## src/rtl/swz_pkg.sv

```systemverilog
package swz_pkg;

  typedef enum logic [1:0] {
    TILE_LINEAR = 2'd0,
    TILE_X      = 2'd1,
    TILE_Y      = 2'd2,
    TILE_SPARE  = 2'd3
  } tile_e;

  typedef enum logic [2:0] {
    SWZ_NONE     = 3'd0,
    SWZ_9        = 3'd1,
    SWZ_9_10     = 3'd2,
    SWZ_9_11     = 3'd3,
    SWZ_9_10_11  = 3'd4,
    SWZ_9_17     = 3'd5,
    SWZ_9_10_17  = 3'd6,
    SWZ_UNKNOWN  = 3'd7
  } swz_e;

  typedef enum logic [1:0] {
    AM_SINGLE      = 2'd0,
    AM_ASYM        = 2'd1,
    AM_INTERLEAVED = 2'd2,
    AM_RANKCMP     = 2'd3
  } amode_e;

  // field positions inside the configuration word
  localparam int unsigned FLD_AMODE_LSB = 0;
  localparam int unsigned FLD_XOR_DIS   = 2;
  localparam int unsigned FLD_SEL17     = 3;

  // address bit positions taking part in the fold
  localparam int unsigned CHAN_BIT = 6;
  localparam int unsigned FOLD_B9  = 9;
  localparam int unsigned FOLD_B10 = 10;
  localparam int unsigned FOLD_B11 = 11;
  localparam int unsigned FOLD_B17 = 17;

endpackage

```

## src/rtl/swz_cfg_decode.sv

```systemverilog
module swz_cfg_decode
  import swz_pkg::*;
#(
  parameter int unsigned CFG_W  = 32,
  parameter int unsigned RANK_W = 16
) (
  input  logic [CFG_W-1:0]  cfg_word,
  input  logic [RANK_W-1:0] rank_a,
  input  logic [RANK_W-1:0] rank_b,
  output swz_e              x_mode,
  output swz_e              y_mode
);

  amode_e amode;
  logic   xor_dis;
  logic   sel17;
  logic   cfg_dead;

  always_comb begin
    amode    = amode_e'(cfg_word[FLD_AMODE_LSB +: 2]);
    xor_dis  = cfg_word[FLD_XOR_DIS];
    sel17    = cfg_word[FLD_SEL17];
    cfg_dead = &cfg_word;
  end

  always_comb begin
    x_mode = SWZ_NONE;
    y_mode = SWZ_NONE;
    unique case (amode)
      AM_SINGLE, AM_ASYM: begin
        x_mode = SWZ_NONE;
        y_mode = SWZ_NONE;
      end
      AM_INTERLEAVED: begin
        if (xor_dis) begin
          x_mode = SWZ_9_10;
          y_mode = SWZ_9;
        end else if (!sel17) begin
          x_mode = SWZ_9_10_11;
          y_mode = SWZ_9_11;
        end else begin
          x_mode = SWZ_9_10_17;
          y_mode = SWZ_9_17;
        end
      end
      AM_RANKCMP: begin
        if (rank_a == rank_b) begin
          x_mode = SWZ_9_10;
          y_mode = SWZ_9;
        end
      end
      default: begin
        x_mode = SWZ_NONE;
        y_mode = SWZ_NONE;
      end
    endcase
    if (cfg_dead) begin
      x_mode = SWZ_UNKNOWN;
      y_mode = SWZ_UNKNOWN;
    end
  end

endmodule

```

## src/rtl/swz_mode_pick.sv

```systemverilog
module swz_mode_pick
  import swz_pkg::*;
(
  input  logic [1:0] tile_mode,
  input  swz_e       x_mode,
  input  swz_e       y_mode,
  output swz_e       eff_mode
);

  tile_e tile;

  always_comb begin
    tile = tile_e'(tile_mode);
    unique case (tile)
      TILE_X:  eff_mode = x_mode;
      TILE_Y:  eff_mode = y_mode;
      default: eff_mode = SWZ_NONE;
    endcase
  end

endmodule

```

## src/rtl/swz_bit6_xor.sv

```systemverilog
module swz_bit6_xor
  import swz_pkg::*;
#(
  parameter int unsigned ADDR_W = 32
) (
  input  logic [ADDR_W-1:0] addr_i,
  input  swz_e              mode,
  output logic [ADDR_W-1:0] addr_o
);

  logic use9, use10, use11, use17;
  logic fold;

  always_comb begin
    use9  = 1'b0;
    use10 = 1'b0;
    use11 = 1'b0;
    use17 = 1'b0;
    unique case (mode)
      SWZ_9:       begin use9 = 1'b1; end
      SWZ_9_10:    begin use9 = 1'b1; use10 = 1'b1; end
      SWZ_9_11:    begin use9 = 1'b1; use11 = 1'b1; end
      SWZ_9_10_11: begin use9 = 1'b1; use10 = 1'b1; use11 = 1'b1; end
      SWZ_9_17:    begin use9 = 1'b1; use17 = 1'b1; end
      SWZ_9_10_17: begin use9 = 1'b1; use10 = 1'b1; use17 = 1'b1; end
      default:     begin use9 = 1'b0; end
    endcase
  end

  always_comb begin
    fold = addr_i[CHAN_BIT]
         ^ (use9  & addr_i[FOLD_B9])
         ^ (use10 & addr_i[FOLD_B10])
         ^ (use11 & addr_i[FOLD_B11])
         ^ (use17 & addr_i[FOLD_B17]);
  end

  for (genvar g = 0; g < ADDR_W; g++) begin : g_bit
    if (g == CHAN_BIT) begin : g_chan
      assign addr_o[g] = fold;
    end else begin : g_pass
      assign addr_o[g] = addr_i[g];
    end
  end

endmodule

```

## src/rtl/tile_swizzle_unit.sv

```systemverilog
module tile_swizzle_unit
  import swz_pkg::*;
#(
  parameter int unsigned ADDR_W = 32,
  parameter int unsigned CFG_W  = 32,
  parameter int unsigned RANK_W = 16
) (
  input  logic              clk,
  input  logic              rst_n,
  input  logic              in_valid,
  input  logic [ADDR_W-1:0] in_addr,
  input  logic [1:0]        tile_mode,
  input  logic [CFG_W-1:0]  cfg_word,
  input  logic [RANK_W-1:0] rank_a,
  input  logic [RANK_W-1:0] rank_b,
  output logic              out_valid,
  output logic [ADDR_W-1:0] out_addr,
  output logic [2:0]        out_mode
);

  // reset: asserted asynchronously, released on a clock edge
  logic rst_meta_n;
  logic rst_sync_n;

  always_ff @(posedge clk or negedge rst_n) begin
    if (!rst_n) begin
      rst_meta_n <= 1'b0;
      rst_sync_n <= 1'b0;
    end else begin
      rst_meta_n <= 1'b1;
      rst_sync_n <= rst_meta_n;
    end
  end

  swz_e              x_mode;
  swz_e              y_mode;
  swz_e              eff_mode;
  logic [ADDR_W-1:0] swz_addr;

  swz_cfg_decode #(.CFG_W(CFG_W), .RANK_W(RANK_W)) i_decode (
    .cfg_word (cfg_word),
    .rank_a   (rank_a),
    .rank_b   (rank_b),
    .x_mode   (x_mode),
    .y_mode   (y_mode)
  );

  swz_mode_pick i_pick (
    .tile_mode (tile_mode),
    .x_mode    (x_mode),
    .y_mode    (y_mode),
    .eff_mode  (eff_mode)
  );

  swz_bit6_xor #(.ADDR_W(ADDR_W)) i_xor (
    .addr_i (in_addr),
    .mode   (eff_mode),
    .addr_o (swz_addr)
  );

  // next state
  logic              valid_d, valid_q;
  logic [ADDR_W-1:0] addr_d,  addr_q;
  logic [2:0]        mode_d,  mode_q;
  logic              load_en;

  always_comb begin
    load_en = in_valid;
    valid_d = in_valid;
    addr_d  = addr_q;
    mode_d  = mode_q;
    if (load_en) begin
      addr_d = swz_addr;
      mode_d = eff_mode;
    end
  end

  // registers
  always_ff @(posedge clk or negedge rst_sync_n) begin
    if (!rst_sync_n) begin
      valid_q <= 1'b0;
      addr_q  <= '0;
      mode_q  <= 3'd0;
    end else begin
      valid_q <= valid_d;
      addr_q  <= addr_d;
      mode_q  <= mode_d;
    end
  end

  assign out_valid = valid_q;
  assign out_addr  = addr_q;
  assign out_mode  = mode_q;

endmodule

```

## config.mk

```make
export PLATFORM = sky130hd
export DESIGN_NAME = tile_swizzle_unit
export DESIGN_NICKNAME = d
export VERILOG_FILES = /design/src/rtl/swz_pkg.sv /design/src/rtl/swz_cfg_decode.sv /design/src/rtl/swz_mode_pick.sv /design/src/rtl/swz_bit6_xor.sv /design/src/rtl/tile_swizzle_unit.sv
export SDC_FILE = /design/constraint.sdc
export NUM_CORES = 1
export LEC_CHECK = 0
export BUFFER_PORTS_ARGS = -buffer_cell sky130_fd_sc_hd__buf_2
export CAP_MARGIN = 20
export CORE_AREA = 2 2 75 77
export CTS_BUF_LIST = sky130_fd_sc_hd__clkbuf_4
export DETAILED_ROUTE_END_ITERATION = 8
export DIE_AREA = 0 0 77 79
export GPL_ROUTABILITY_DRIVEN = 0
export PLACE_DENSITY = 0.8
export SKIP_LAST_GASP = 1
export SLEW_MARGIN = 20
export SYNTH_ARGS = -nofsm -noshare
export SYNTH_HDL_FRONTEND = slang
export SYNTH_SLANG_ARGS = --single-unit
export TNS_END_PERCENT = 50
```

## constraint.sdc

```tcl
create_clock -name clk -period 1.7 [get_ports clk]
set_clock_uncertainty 0.05 [all_clocks]
set_input_delay 0.085 -clock clk [delete_from_list [all_inputs] [get_ports clk]]
set_output_delay 0.085 -clock clk [all_outputs]
set_load 0.05 [all_outputs]
```

==> key figures, run 1 <==
Floorplanning
  – Ports: approximately 140
  – Starting Density: 0.367
  – Die area: slightly above 6000 um^2
  – Die W: between 70 and 80 um
  – Core area: 5340 um^2
  – Cell Rows: 27
  – Height of the die: 79 um

Yosys
  – FFs w/ async S/R, synth: 1.00
  – Syn avg cell area: approximately 13 um^2
  – Syn. warnings: 0
  – Mapped cell area: 1960 um^2
  – Mapped Cells: roughly 150
  – Synth Net Count: ~260
  – Most common flop cell mapped by yosys: dfrtp_1
  – Post-synth EDFFs: 0
  – Synth cell types: 36
  – Register area share after synthesis: 0.485
  – Flops & latches, synth: 38

Worst setup path
  – Worst Setup Path Type: in2reg
  – Critical Path RT: between 1.5 and 2 ns
  – Worst Setup Start Kind: input pin
  – CP Capture Type: flip-flop
  – WP data arrival: 2.23 ns
  – CP max FO: 10

Clock network
  – Root Buffer: clkbuf_4
  – CTS tree: built
  – H-tree levels: 2
  – Later-pin clock latency in the skew report: ~0.35 ns
  – CTS sink cnt: 38
  – Clock buffer depth: 2
  – CTS clk-pin slew, worst paths: 0.11 ns
  – Number of CTS-inserted buffers: 5

Timing
  – Unrepaired setup endpoints after global routing: true
  – Minimum clock period: 2.04 ns
  – Finish-stage setup viols: 1
  – PnR worst setup slack: -0.338 ns
  – Fin. max-slew vios: 0
  – Post-route setup TNS: -0.338 ns
  – Hold violation total from the final report: 0
  – Final clock period utilization by the worst path: 1.20
  – FMAX: just under 0.5 GHz

Min path
  – Hold crit path type: in2reg

Finish
  – Commonest non-fill, non-tap cell in the layout: buf_2
  – P&R area growth vs syn: 65.8%
  – Fin cells: around 400
  – Share of cells above drive strength 1: 0.592
  – Antenna diodes: 0
  – Final nets: 440
  – Most frequent cells in the layout: buf_2, dfrtp_1, mux2_2, dlygate4sd3_1, xnor2_1

Drt
  – Drt via density: about 4.7
  – First DRT Iteration DRCs: 37
  – Wire per inst: between 10 and 15 um
  – Final WL: between 5000 and 6000 um
  – DR DRC count: 0
  – Drt pass-1 iters: 4
  – Vias post-DR: between 1,500 and 2,000
  – DRT antenna net count: 0

Global route
  – Vias in the first global route: between 2,000 and 2,500
  – First-pass GRT wire length: about 9300 um
  – Initial antenna violation count: 0
  – Total GRT Usage: 0.192
  – Overflow after GRT: 0
  – Largest net degree at the start of global routing: 38

Status
  – Failing checks: setup timing
  – Status: complete, but fails checks

Placed design
  – Final HPWL DP: just under 4000 um
  – Placed cells: around 370
  – Dpl ws: -0.824 ns
  – IO buf count: around 140

Power
  – Lkg Pwr: roughly 1.6 nW
  – Pwr/cell area: between 700 and 800 nW/um^2
  – Worst vdd ir: approximately 0.56 mV
  – Total power: about 0.0025 W

Run
  – Max-cap violations: 0
area by class of cell:
cell class / instances / area, um^2
Sequential cell: 38 / 951
Tap cell: 72 / 90.1
Inverter: 4 / 15.0
Clock inverter: 3 / 40.0
Fill cell: 439 / 2090
Clock buffer: 5 / 37.5
Multi-Input combinational cell: 106 / 982
Timing Repair Buffer: 182 / 1130
path summary, 6_finish.rpt:
kind	end	slack, ns	from	cells after the start
max reg2reg	out_addr[19]$_DFFE_PN0P_	0.84	out_addr[19]$_DFFE_PN0P_	1
max in group asynchronous	rst_meta_n$_DFF_PN0_	0.95	rst_n	3
min	out_valid$_DFF_PN0_	0.03	in_valid	2
min in group asynchronous	out_mode[2]$_DFFE_PN0P_	0.15	rst_sync_n$_DFF_PN0_	1
max	out_addr[6]$_DFFE_PN0P_	-0.34	rank_b[6]	11
min reg2reg	out_mode[2]$_DFFE_PN0P_	0.15	rst_sync_n$_DFF_PN0_	1
kinds of logic after synthesis:
logic type / share of synthesized area
mux: 0.202
other cells: 0.00191
fa+ha+maj: 0.0128
compound gates: 0.0358
simple gates: 0.152
flops: 0.485
buf+inv: 0.0268
xor+xnor: 0.0830
Yosys cell counts (all sizes together) (2+ instances only):
cell,n,area [um^2]
mux2,34,387
nor3,4,31.3
a21oi,4,20.0
inv,4,15.0
nor4b,4,35.0
dfrtp,38,951
ha,2,25.0
nand4b,2,17.5
nand4,13,81.3
nand3b,3,22.5
a31oi,2,18.8
nor2,5,21.3
nor4,4,46.3
xnor2,16,140
buf,3,26.3
clkbuf,3,11.3
what timing repair did:
item                                    CTS  global route
hold buffers                             33             0
resized for setup                         3             0
endpoints found under the setup margin    1             1
pin swaps                                 1             1
hold endpoints to repair                 33             0
setup buffers                             0             0
state kept, by name, indices dropped and copies added, names as in the netlist:
name	count
out_addr	32
out_mode	3
rst_sync_n	1
out_valid	1
rst_meta_n	1
power breakdown:
group / total (W) / internal, W / switching [W]
sequential: 0.00103 / 0.000986 / 0.0000429
clock: 0.000606 / 0.000304 / 0.000302
combinational: 0.000816 / 0.000328 / 0.000488
metrics by stage:
stage          hold WS [ns]  area [um^2]   util
2_1_floorplan        -0.261         1970      -
3_3_place_gp         -0.178         2830  0.530
3_5_place_dp         -0.176         2830  0.530
4_1_cts              0.0232         3250  0.609
5_1_grt              0.0138         3250  0.609
6_report             0.0285         3250  0.609
layer usage:
layer,vias to the layer above,wire length (um),track usage
li1,935,-,-
met1,874,2240,0.211
met2,87,2800,0.347
met3,12,468,0.0636
met4,0,113,0.0696
met5,-,0,0
critical path, cell delays in order:
cell and delay (ns):
buf_2 0.10, xnor2_1 0.16, nand4_1 0.12, nor4_2 0.25, nand4_1 0.18, o211a_4 0.32
nor4b_2 0.28, nor4_1 0.09, a21oi_1 0.15, xnor3_1 0.23, mux2_4 0.26
Note: power is estimated with default switching activity, not from simulation.
==> inputs of run 2 (changes only) <==
--- a/config.mk
+++ b/config.mk
@@ -5,14 +5,15 @@
 export SDC_FILE = /design/constraint.sdc
 export NUM_CORES = 1
 export LEC_CHECK = 0
+export ABC_AREA = 1
 export BUFFER_PORTS_ARGS = -buffer_cell sky130_fd_sc_hd__buf_2
 export CAP_MARGIN = 20
-export CORE_AREA = 2 2 75 77
+export CORE_AREA = 2 2 78 80
 export CTS_BUF_LIST = sky130_fd_sc_hd__clkbuf_4
 export DETAILED_ROUTE_END_ITERATION = 8
-export DIE_AREA = 0 0 77 79
+export DIE_AREA = 0 0 80 82
 export GPL_ROUTABILITY_DRIVEN = 0
-export PLACE_DENSITY = 0.8
+export PLACE_DENSITY = 0.78
 export SKIP_LAST_GASP = 1
 export SLEW_MARGIN = 20
 export SYNTH_ARGS = -nofsm -noshare
==> run 2 against run 1 <==
Effect of this change:
- the run now ends clean
- total power shrank 9.0%
- clock-buffer cell count is the same
- first-iteration DRC count grew 84%
- sequential power is essentially flat
- area after synthesis grew 8.4%
- synthesized cell count grew 110%
- largest power group unchanged
==> key figures, run 2 <==
Finish
  – Most frequent cells in the layout: nand2_1, buf_2, dfrtp_1 (was buf_2, dfrtp_1, mux2_2, dlygate4sd3_1, xnor2_1)
  – Commonest non-fill, non-tap cell in the layout: nand2_1 (was buf_2)
  – Final nets: 603 (was 440)
  – Register area: 951 um^2 (unchanged)
  – Post-route cell area: 3350 um^2 (was 3250 um^2)
  – P&R area growth vs syn: 57.9% (was 65.8%)
  – Footprint of the multi-input gates: 1010 um^2 (was 982 um^2)
  – Fillers: 581 (was 439)
  – Largest register FFs: 32 (unchanged)
  – Share of cells above drive strength 1: 0.343 (was 0.592)
  – Antenna diodes: 0 (unchanged)

Worst setup path
  – Worst Setup Start Kind: input pin (unchanged)
  – Reg-to-reg slack, setup: 1.02 ns (was 0.84 ns)
  – Critical Path RT: 1.89 ns (about the same)
  – R2r startpoint: rst_sync_n$_DFF_PN0_ (was out_addr[19]$_DFFE_PN0P_)
  – Worst-path cell chain: buf_2 > nand2_1 > nor2_1 > nand2_1 > nor2_2 > nand2_2 > nand2_2 > nand2_1 > nand2_1 > nand2_1 > nand2_2 > nand2_4 > a21oi_2 > nand2_1 > nand2_1 > nand2_1 > nand2_1 > nand2_1 > inv_1 > nand2_1 > nand3_1 > nand2_1 (was buf_2 > xnor2_1 > nand4_1 > nor4_2 > nand4_1 > o211a_4 > nor4b_2 > nor4_1 > a21oi_1 > xnor3_1 > mux2_4)
  – CP dominant cell by count: nand2_1 (was nand4_1)
  – Slowest stage cell on the critical path: a21oi_2 (was o211a_4)
  – CP Capture Type: flip-flop (unchanged)
  – Reg2Reg Depth: 1 (unchanged)
  – CP peak stage delay: 0.14 ns (was 0.32 ns)
  – Worst Setup Path Type: in2reg (unchanged)
  – Reg2reg end: out_addr[25]$_DFFE_PN0P_ (was out_addr[19]$_DFFE_PN0P_)
  – CP max FO: 5 (was 10)
  – WP data arrival: 1.67 ns (was 2.23 ns)

Drt
  – Final WL: 6170 um (was 5620 um)
  – First DRT Iteration DRCs: 68 (was 37)
  – DR DRC count: 0 (unchanged)
  – Wire per inst: 10.7 um (was 13.7 um)
  – Drt via density: 4.34 (was 4.65)
  – Vias post-DR: 2,502 (was 1,908)
  – Drt pass-1 iters: 6 (was 4)
  – DRT antenna net count: 0 (unchanged)

Timing
  – FMAX: 0.676 GHz (was 0.491 GHz)
  – Unrepaired setup endpoints after global routing: false (was true)
  – Fin. max-slew vios: 0 (unchanged)
  – Hold violation total from the final report: 0 (unchanged)
  – Minimum clock period: 1.48 ns (was 2.04 ns)
  – Final clock period utilization by the worst path: 0.870 (was 1.20)
  – Finish-stage setup viols: 0 (was 1)
  – PnR worst setup slack: 0.221 ns (was -0.338 ns)

Power
  – Lkg Pwr: 2.05 nW (was 1.56 nW)
  – Total power: 0.00223 W (was 0.00245 W)
  – Worst vdd ir: 0.618 mV (was 0.559 mV)
  – Pwr/cell area: 665 nW/um^2 (was 754 nW/um^2)

Global route
  – Vias in the first global route: 2,474 (was 2,043)
  – Initial antenna violation count: 0 (unchanged)
  – Total GRT Usage: 0.182 (was 0.192)
  – Largest net degree at the start of global routing: 33 (was 38)
  – Overflow after GRT: 0 (unchanged)
  – First-pass GRT wire length: 9590 um (was 9350 um)

Floorplanning
  – Ports: 137 (unchanged)
  – Starting Density: 0.370 (was 0.367)
  – Height of the die: 82 um (was 79 um)
  – Cell Rows: 28 (was 27)
  – Die W: 80 um (was 77 um)
  – Die area: 6560 um^2 (was 6080 um^2)
  – Core area: 5750 um^2 (was 5340 um^2)

Yosys
  – Post-synth EDFFs: 0 (unchanged)
  – Mapped cell area: 2120 um^2 (was 1960 um^2)
  – Largest cells by area after synthesis: dfrtp_1, nand2_1, inv_1, nor2_1, nand3_1 (was dfrtp_1, mux2_2, xnor2_1, nand4_1, nor4b_1)
  – Yosys top cell by area: dfrtp_1 (unchanged)
  – Top-count cell post-synth: nand2_1 (was dfrtp_1)
  – Syn avg cell area: 6.64 um^2 (was 12.7 um^2)
  – Most common flop cell mapped by yosys: dfrtp_1 (unchanged)
  – Syn. warnings: 0 (unchanged)
  – Mapped Cells: 320 (was 154)
  – FFs w/ async S/R, synth: 1.00 (unchanged)
  – Synth cell types: 20 (was 36)
  – Flops & latches, synth: 38 (unchanged)
  – Synth Net Count: 423 (was 257)
  – Post-synth top cells: nand2_1, dfrtp_1, inv_1, nor2_1, nand3_1 (was dfrtp_1, mux2_2, xnor2_1, nand4_1)
  – Register area share after synthesis: 0.448 (was 0.485)
  – Top-area cell type share of the netlist area: 0.448 (was 0.485)

Placed design
  – Placed standard-cell area: 2970 um^2 (was 2830 um^2)
  – Final HPWL DP: 4560 um (was 3890 um)
  – Dpl ws: -0.160 ns (was -0.824 ns)
  – IO buf count: 136 (unchanged)

Run
  – Max-cap violations: 0 (unchanged)

Clock network
  – Root Buffer: clkbuf_4 (unchanged)
  – CTS sink cnt: 38 (unchanged)
  – CTS tree: built (unchanged)
  – Setup Buffers After CTS: 0 (unchanged)
  – Clock buffer depth: 2 (unchanged)
  – Number of CTS-inserted buffers: 5 (unchanged)
  – CTS clk-pin slew, worst paths: 0.12 ns (was 0.11 ns)
  – H-tree levels: 2 (unchanged)
  – Later-pin clock latency in the skew report: 0.35 ns (about the same)

Status
  – Status: finished, final reports clean (was complete, but fails checks)

Min path
  – Hold crit path type: reg2async (was in2reg)
-- run 2: cell count changes after synthesis, moves of 4 or more --
| cell | delta |
|---|---|
| inv_2 | +4 |
| mux2_2 | -33 |
| nand4_1 | -11 |
| nand2_2 | +8 |
| nand2_1 | +174 |
| nor2_1 | +18 |
| nand3_1 | +11 |
| xnor2_1 | -12 |
| nor4b_1 | -4 |
| inv_1 | +30 |
-- run 2: timing repair --
item	in CTS	in global routing
hold buffers	33	0
hold endpoints to repair	33	0
setup endpoints to repair	0	1
gates resized for setup	0	1
-- run 2: area by class of cell --
class,count,area share
clock buffers,5,0.0112
repair buffers,180,0.330
inverters,38,0.0425
well taps,75,0.0280
multi-input cells,237,0.300
flip-flops and latches,38,0.283
clock inverters,3,0.00485
-- run 2: report_power, final --
| group | switching [W] | internal (W) | leakage [nW] |
|---|---|---|---|
| clock | 0.000298 | 0.000154 | 0.0286 |
| sequential | 0.0000420 | 0.000976 | 0.466 |
| combinational | 0.000490 | 0.000271 | 1.56 |
-- run 2: cell families (layout without fill, tap and decap cells) --
logic type               Yosys count  count (layout)  share of synthesized area
AO/OA/AOI/OAI                      8               8                     0.0259
XOR/XNOR                           4               4                     0.0165
adder cells (fa/ha/maj)            2               2                     0.0118
buffers and inverters             45             226                     0.0795
flip-flops                        38              38                      0.448
other                              1               1                    0.00177
AND/OR/NAND/NOR                  222             222                      0.417
-- run 2: how the worst max path moves through the flow --
stage                              endpoint          from  cells after the start
floorplan           out_addr[6]$_DFFE_PN0P_  cfg_word[12]                     21
global placement    out_addr[6]$_DFFE_PN0P_   cfg_word[0]                     22
detailed placement  out_addr[6]$_DFFE_PN0P_   cfg_word[0]                     21
CTS                 out_addr[6]$_DFFE_PN0P_   cfg_word[0]                     21
global route        out_addr[6]$_DFFE_PN0P_  cfg_word[18]                     22
finish              out_addr[6]$_DFFE_PN0P_   cfg_word[0]                     22
-- run 2: metal layers --
| metal | global-route usage | wire length (um) | share of wire |
|---|---|---|---|
| met5 | 0 | 0 | 0 |
| met3 | 0.0264 | 257 | 0.042 |
| met1 | 0.183 | 2350 | 0.38 |
| met2 | 0.360 | 3370 | 0.55 |
| met4 | 0.0915 | 195 | 0.032 |
-- run 2: worst max-delay path, delay by kind of cell --
family                 cells  cell delay, ns
buffers and inverters      2            0.14
AO/OA/AOI/OAI              1            0.14
AND/OR/NAND/NOR           19            1.30
-- run 2: per-stage QoR --
stage	utilization	hold WS [ns]	setup TNS [ns]	cells
final	0.584	0.115	0	576
after global routing	0.584	0.103	0	576
after CTS	0.583	0.0981	0	576
after detailed placement	0.517	-0.176	-0.160	535
after global placement	0.517	-0.177	-0.0674	535
after floorplan	-	-0.261	0	320
==> inputs of run 3 (changes only) <==
--- a/config.mk
+++ b/config.mk
@@ -8,15 +8,16 @@
 export ABC_AREA = 1
 export BUFFER_PORTS_ARGS = -buffer_cell sky130_fd_sc_hd__buf_2
 export CAP_MARGIN = 20
-export CORE_AREA = 2 2 78 80
+export CORE_AREA = 2 2 84 86
 export CTS_BUF_LIST = sky130_fd_sc_hd__clkbuf_4
 export DETAILED_ROUTE_END_ITERATION = 8
-export DIE_AREA = 0 0 80 82
+export DIE_AREA = 0 0 86 88
 export GPL_ROUTABILITY_DRIVEN = 0
-export PLACE_DENSITY = 0.78
+export PLACE_DENSITY = 0.74
 export SKIP_LAST_GASP = 1
 export SLEW_MARGIN = 20
 export SYNTH_ARGS = -nofsm -noshare
 export SYNTH_HDL_FRONTEND = slang
+export SYNTH_HIERARCHICAL = 1
 export SYNTH_SLANG_ARGS = --single-unit
 export TNS_END_PERCENT = 50
==> run 3 against run 2 <==
Effect of this change:
- the run now ends with DRC left
- total power grew 14%
- design area grew 3.6%
- register-to-register slack is essentially flat
- combinational power grew 1%
- hold slack is essentially flat
- cell count grew 0.52%
- worst setup slack lost 0.050 ns
- wire length shrank 6.0%
- via count shrank 2.5%
- maximum frequency shrank 3.3%
- highest routed layer unchanged
==> key figures, run 3 <==
Floorplanning
  – Core area: 6640 um^2 (was 5750 um^2)
  – Cell Rows: 30 (was 28)
  – Die area: 7570 um^2 (was 6560 um^2)
  – Starting Density: 0.366 (was 0.370)
  – Ports: 137 (unchanged)
  – Die W: 86 um (was 80 um)
  – Height of the die: 88 um (was 82 um)

Placed design
  – IO buf count: 136 (unchanged)
  – Placed cells: 538 (was 535)
  – Final HPWL DP: 4330 um (was 4560 um)
  – Placed standard-cell area: 3000 um^2 (was 2970 um^2)

Global route
  – Vias in the first global route: 2,284 (was 2,474)
  – First-pass GRT wire length: 9370 um (was 9590 um)
  – Initial antenna violation count: 0 (unchanged)
  – Total GRT Usage: 0.154 (was 0.182)
  – Overflow after GRT: 0 (unchanged)
  – Largest net degree at the start of global routing: 37 (was 33)

Yosys
  – FFs w/ async S/R, synth: 1.00 (unchanged)
  – Post-synth EDFFs: 0 (unchanged)
  – Mapped cell area: 2430 um^2 (was 2120 um^2)
  – Syn. warnings: 6 (was 0)
  – Yosys top cell by area: dfrtp_1 (unchanged)
  – Mapped Cells: 355 (was 320)
  – Top-area cell type share of the netlist area: 0.391 (was 0.448)
  – Syn avg cell area: 6.85 um^2 (was 6.64 um^2)
  – Largest cells by area after synthesis: dfrtp_1, nand2_1, buf_4, inv_1, nand2_2 (was dfrtp_1, nand2_1, inv_1, nor2_1, nand3_1)
  – Most common flop cell mapped by yosys: dfrtp_1 (unchanged)
  – Top-count cell post-synth: nand2_1 (unchanged)
  – Register area share after synthesis: 0.391 (was 0.448)
  – Synth cell types: 25 (was 20)
  – Flops & latches, synth: 38 (unchanged)
  – Synth Net Count: 458 (was 423)
  – Post-synth top cells: nand2_1, dfrtp_1, buf_4, inv_1, nor2_1 (was nand2_1, dfrtp_1, inv_1, nor2_1, nand3_1)

Drt
  – DRT antenna net count: 0 (unchanged)
  – DR DRC count: 1 (was 0)
  – Drt via density: 4.21 (was 4.34)
  – Wire per inst: 10.0 um (was 10.7 um)
  – First DRT Iteration DRCs: 58 (was 68)
  – Drt pass-1 iters: 6 (unchanged)
  – Vias post-DR: 2,439 (was 2,502)
  – Final WL: 5800 um (was 6170 um)

Finish
  – Commonest non-fill, non-tap cell in the layout: nand2_1 (unchanged)
  – Largest register FFs: 32 (unchanged)
  – Fin cells: 579 (was 576)
  – Final nets: 601 (was 603)
  – Most frequent cells in the layout: nand2_1, buf_2, dfrtp_1 (unchanged)
  – P&R area growth vs syn: 42.9% (was 57.9%)
  – Share of cells above drive strength 1: 0.381 (was 0.343)
  – Antenna diodes: 0 (unchanged)
  – Post-route cell area: 3480 um^2 (was 3350 um^2)
  – Post-Route Utilization: 0.523 (was 0.584)

Power
  – Worst vdd ir: 0.344 mV (was 0.618 mV)
  – P_int: 0.00171 W (was 0.00140 W)
  – Lkg Pwr: 2.08 nW (was 2.05 nW)
  – Switching part of the total power: 0.326 (was 0.372)
  – Combinational Power Share: 0.303 (was 0.341)
  – Pwr/cell area: 732 nW/um^2 (was 665 nW/um^2)
  – Total power: 0.00254 W (was 0.00223 W)
  – Switch Pwr: 0.000830 W (about the same)
  – Sequential share of power: 0.399 (was 0.457)
  – Clk pwr share: 0.298 (was 0.202)

Clock network
  – CTS tree: built (unchanged)
  – CTS clk-pin slew, worst paths: 0.12 ns (about the same)
  – Clock buffer depth: 2 (unchanged)
  – CTS sink cnt: 38 (unchanged)
  – Setup Buffers After CTS: 0 (unchanged)
  – Root Buffer: clkbuf_4 (unchanged)
  – Number of CTS-inserted buffers: 5 (unchanged)
  – Later-pin clock latency in the skew report: 0.33 ns (was 0.35 ns)
  – H-tree levels: 2 (unchanged)

Worst setup path
  – Worst Setup Start Kind: input pin (unchanged)
  – Worst setup path start: cfg_word[30] (was cfg_word[0])
  – CP max FO: 4 (was 5)
  – Worst Setup Path Type: in2reg (unchanged)
  – WP data arrival: 1.72 ns (was 1.67 ns)
  – Critical Path RT: 1.89 ns (about the same)
  – R2r startpoint: out_addr[11]$_DFFE_PN0P_ (was rst_sync_n$_DFF_PN0_)
  – CP Capture Type: flip-flop (unchanged)

Status
  – Failing checks: DRC
  – Status: complete, but fails checks (was finished, final reports clean)

Timing
  – Hold violation total from the final report: 0 (unchanged)
  – Final clock period utilization by the worst path: 0.900 (was 0.870)
  – Fin. max-slew vios: 0 (unchanged)
  – FMAX: 0.654 GHz (was 0.676 GHz)
  – Finish-stage setup viols: 0 (unchanged)
  – Minimum clock period: 1.53 ns (was 1.48 ns)
  – Post-route setup TNS: 0 ns (unchanged)
  – Unrepaired setup endpoints after global routing: true (was false)

Min path
  – Hold_sp: in_valid
  – Hold crit path type: in2reg (was reg2async)

Run
  – Max-cap violations: 0 (unchanged)
[run 3: final cells by class]
type / instances / area, um^2
fillers: 662 / 3170
inverters: 39 / 155
flip-flops and latches: 38 / 951
clock inverters: 3 / 68.8
well taps: 80 / 100
clock buffers: 5 / 37.5
multi-input cells: 238 / 1060
repair buffers: 176 / 1100
[run 3: final timing paths]
| check | endpoint | slack (ns) | depth (start not counted) |
|---|---|---|---|
| setup / recovery | out_addr[6]$_DFFE_PN0P_ | 0.17 | 20 |
| hold / removal | out_addr[1]$_DFFE_PN0P_ | 0.12 | 3 |
| setup reg to reg | out_addr[11]$_DFFE_PN0P_ | 1.02 | 2 |
| hold reg to reg | out_addr[5]$_DFFE_PN0P_ | 0.23 | 1 |
| max in group asynchronous | rst_sync_n$_DFF_PN0_ | 0.94 | 3 |
| min in group asynchronous | out_addr[5]$_DFFE_PN0P_ | 0.23 | 1 |
[run 3: kinds of logic after synthesis]
family / count (synthesis) / synth area share
AOI/OAI and AO/OA: 7 / 0.0154
xor gates and xnor gates: 2 / 0.00720
adders and majority gates: 2 / 0.0103
buffers and inverters: 79 / 0.197
DFF: 38 / 0.391
other: 1 / 0.00154
and+or+nand+nor: 226 / 0.378
[run 3: power by group through the flow]
stage | clock, W | combinational [W] | sequential (W)
2_1_floorplan | 0 | 0.000254 | 0.00130
3_3_place_gp | 0 | 0.000695 | 0.00103
3_5_place_dp | 0 | 0.000705 | 0.00103
4_1_cts | 0.000792 | 0.000763 | 0.00102
5_1_grt | 0.000823 | 0.000839 | 0.00103
6_report | 0.000758 | 0.000770 | 0.00102
[run 3: what timing repair did]
action | in CTS | in global routing
hold buffers | 33 | 0
setup endpoints to repair | 0 | 1
gates resized for setup | 0 | 12
endpoints found under the hold margin | 33 | 0
[run 3: routing by layer]
layer  vias to the layer above  GRT usage  share of wire
li1                       1298          -              -
met1                      1025      0.157           0.39
met2                       106      0.307           0.51
met3                        10     0.0386          0.085
met4                         0     0.0476          0.016
met5                         -          0              0
[run 3: worst max-delay path: stages]
cell and delay (ns):
buf_2 0.10, nand2_4 0.04, nor2_1 0.09, nand2_1 0.06, nor2_1 0.12, nand2_2 0.10, a21oi_2 0.14, nand2_1 0.07
a21oi_2 0.20, inv_1 0.11, nand2_2 0.10, nand3_2 0.10, nand2_2 0.09, nand2_2 0.05, nand2_1 0.05, nand2_1 0.05
nand2_1 0.05, inv_1 0.03, nand2_1 0.05, nand2_1 0.05
[run 3: metrics by stage]
stage	setup WS, ns	hold slack (ns)
final	0.170	0.116
after global routing	-0.0663	0.115
after CTS	0.174	0.101
after detailed placement	-0.205	-0.177
after global placement	-0.166	-0.179
after floorplan	-0.0634	-0.261
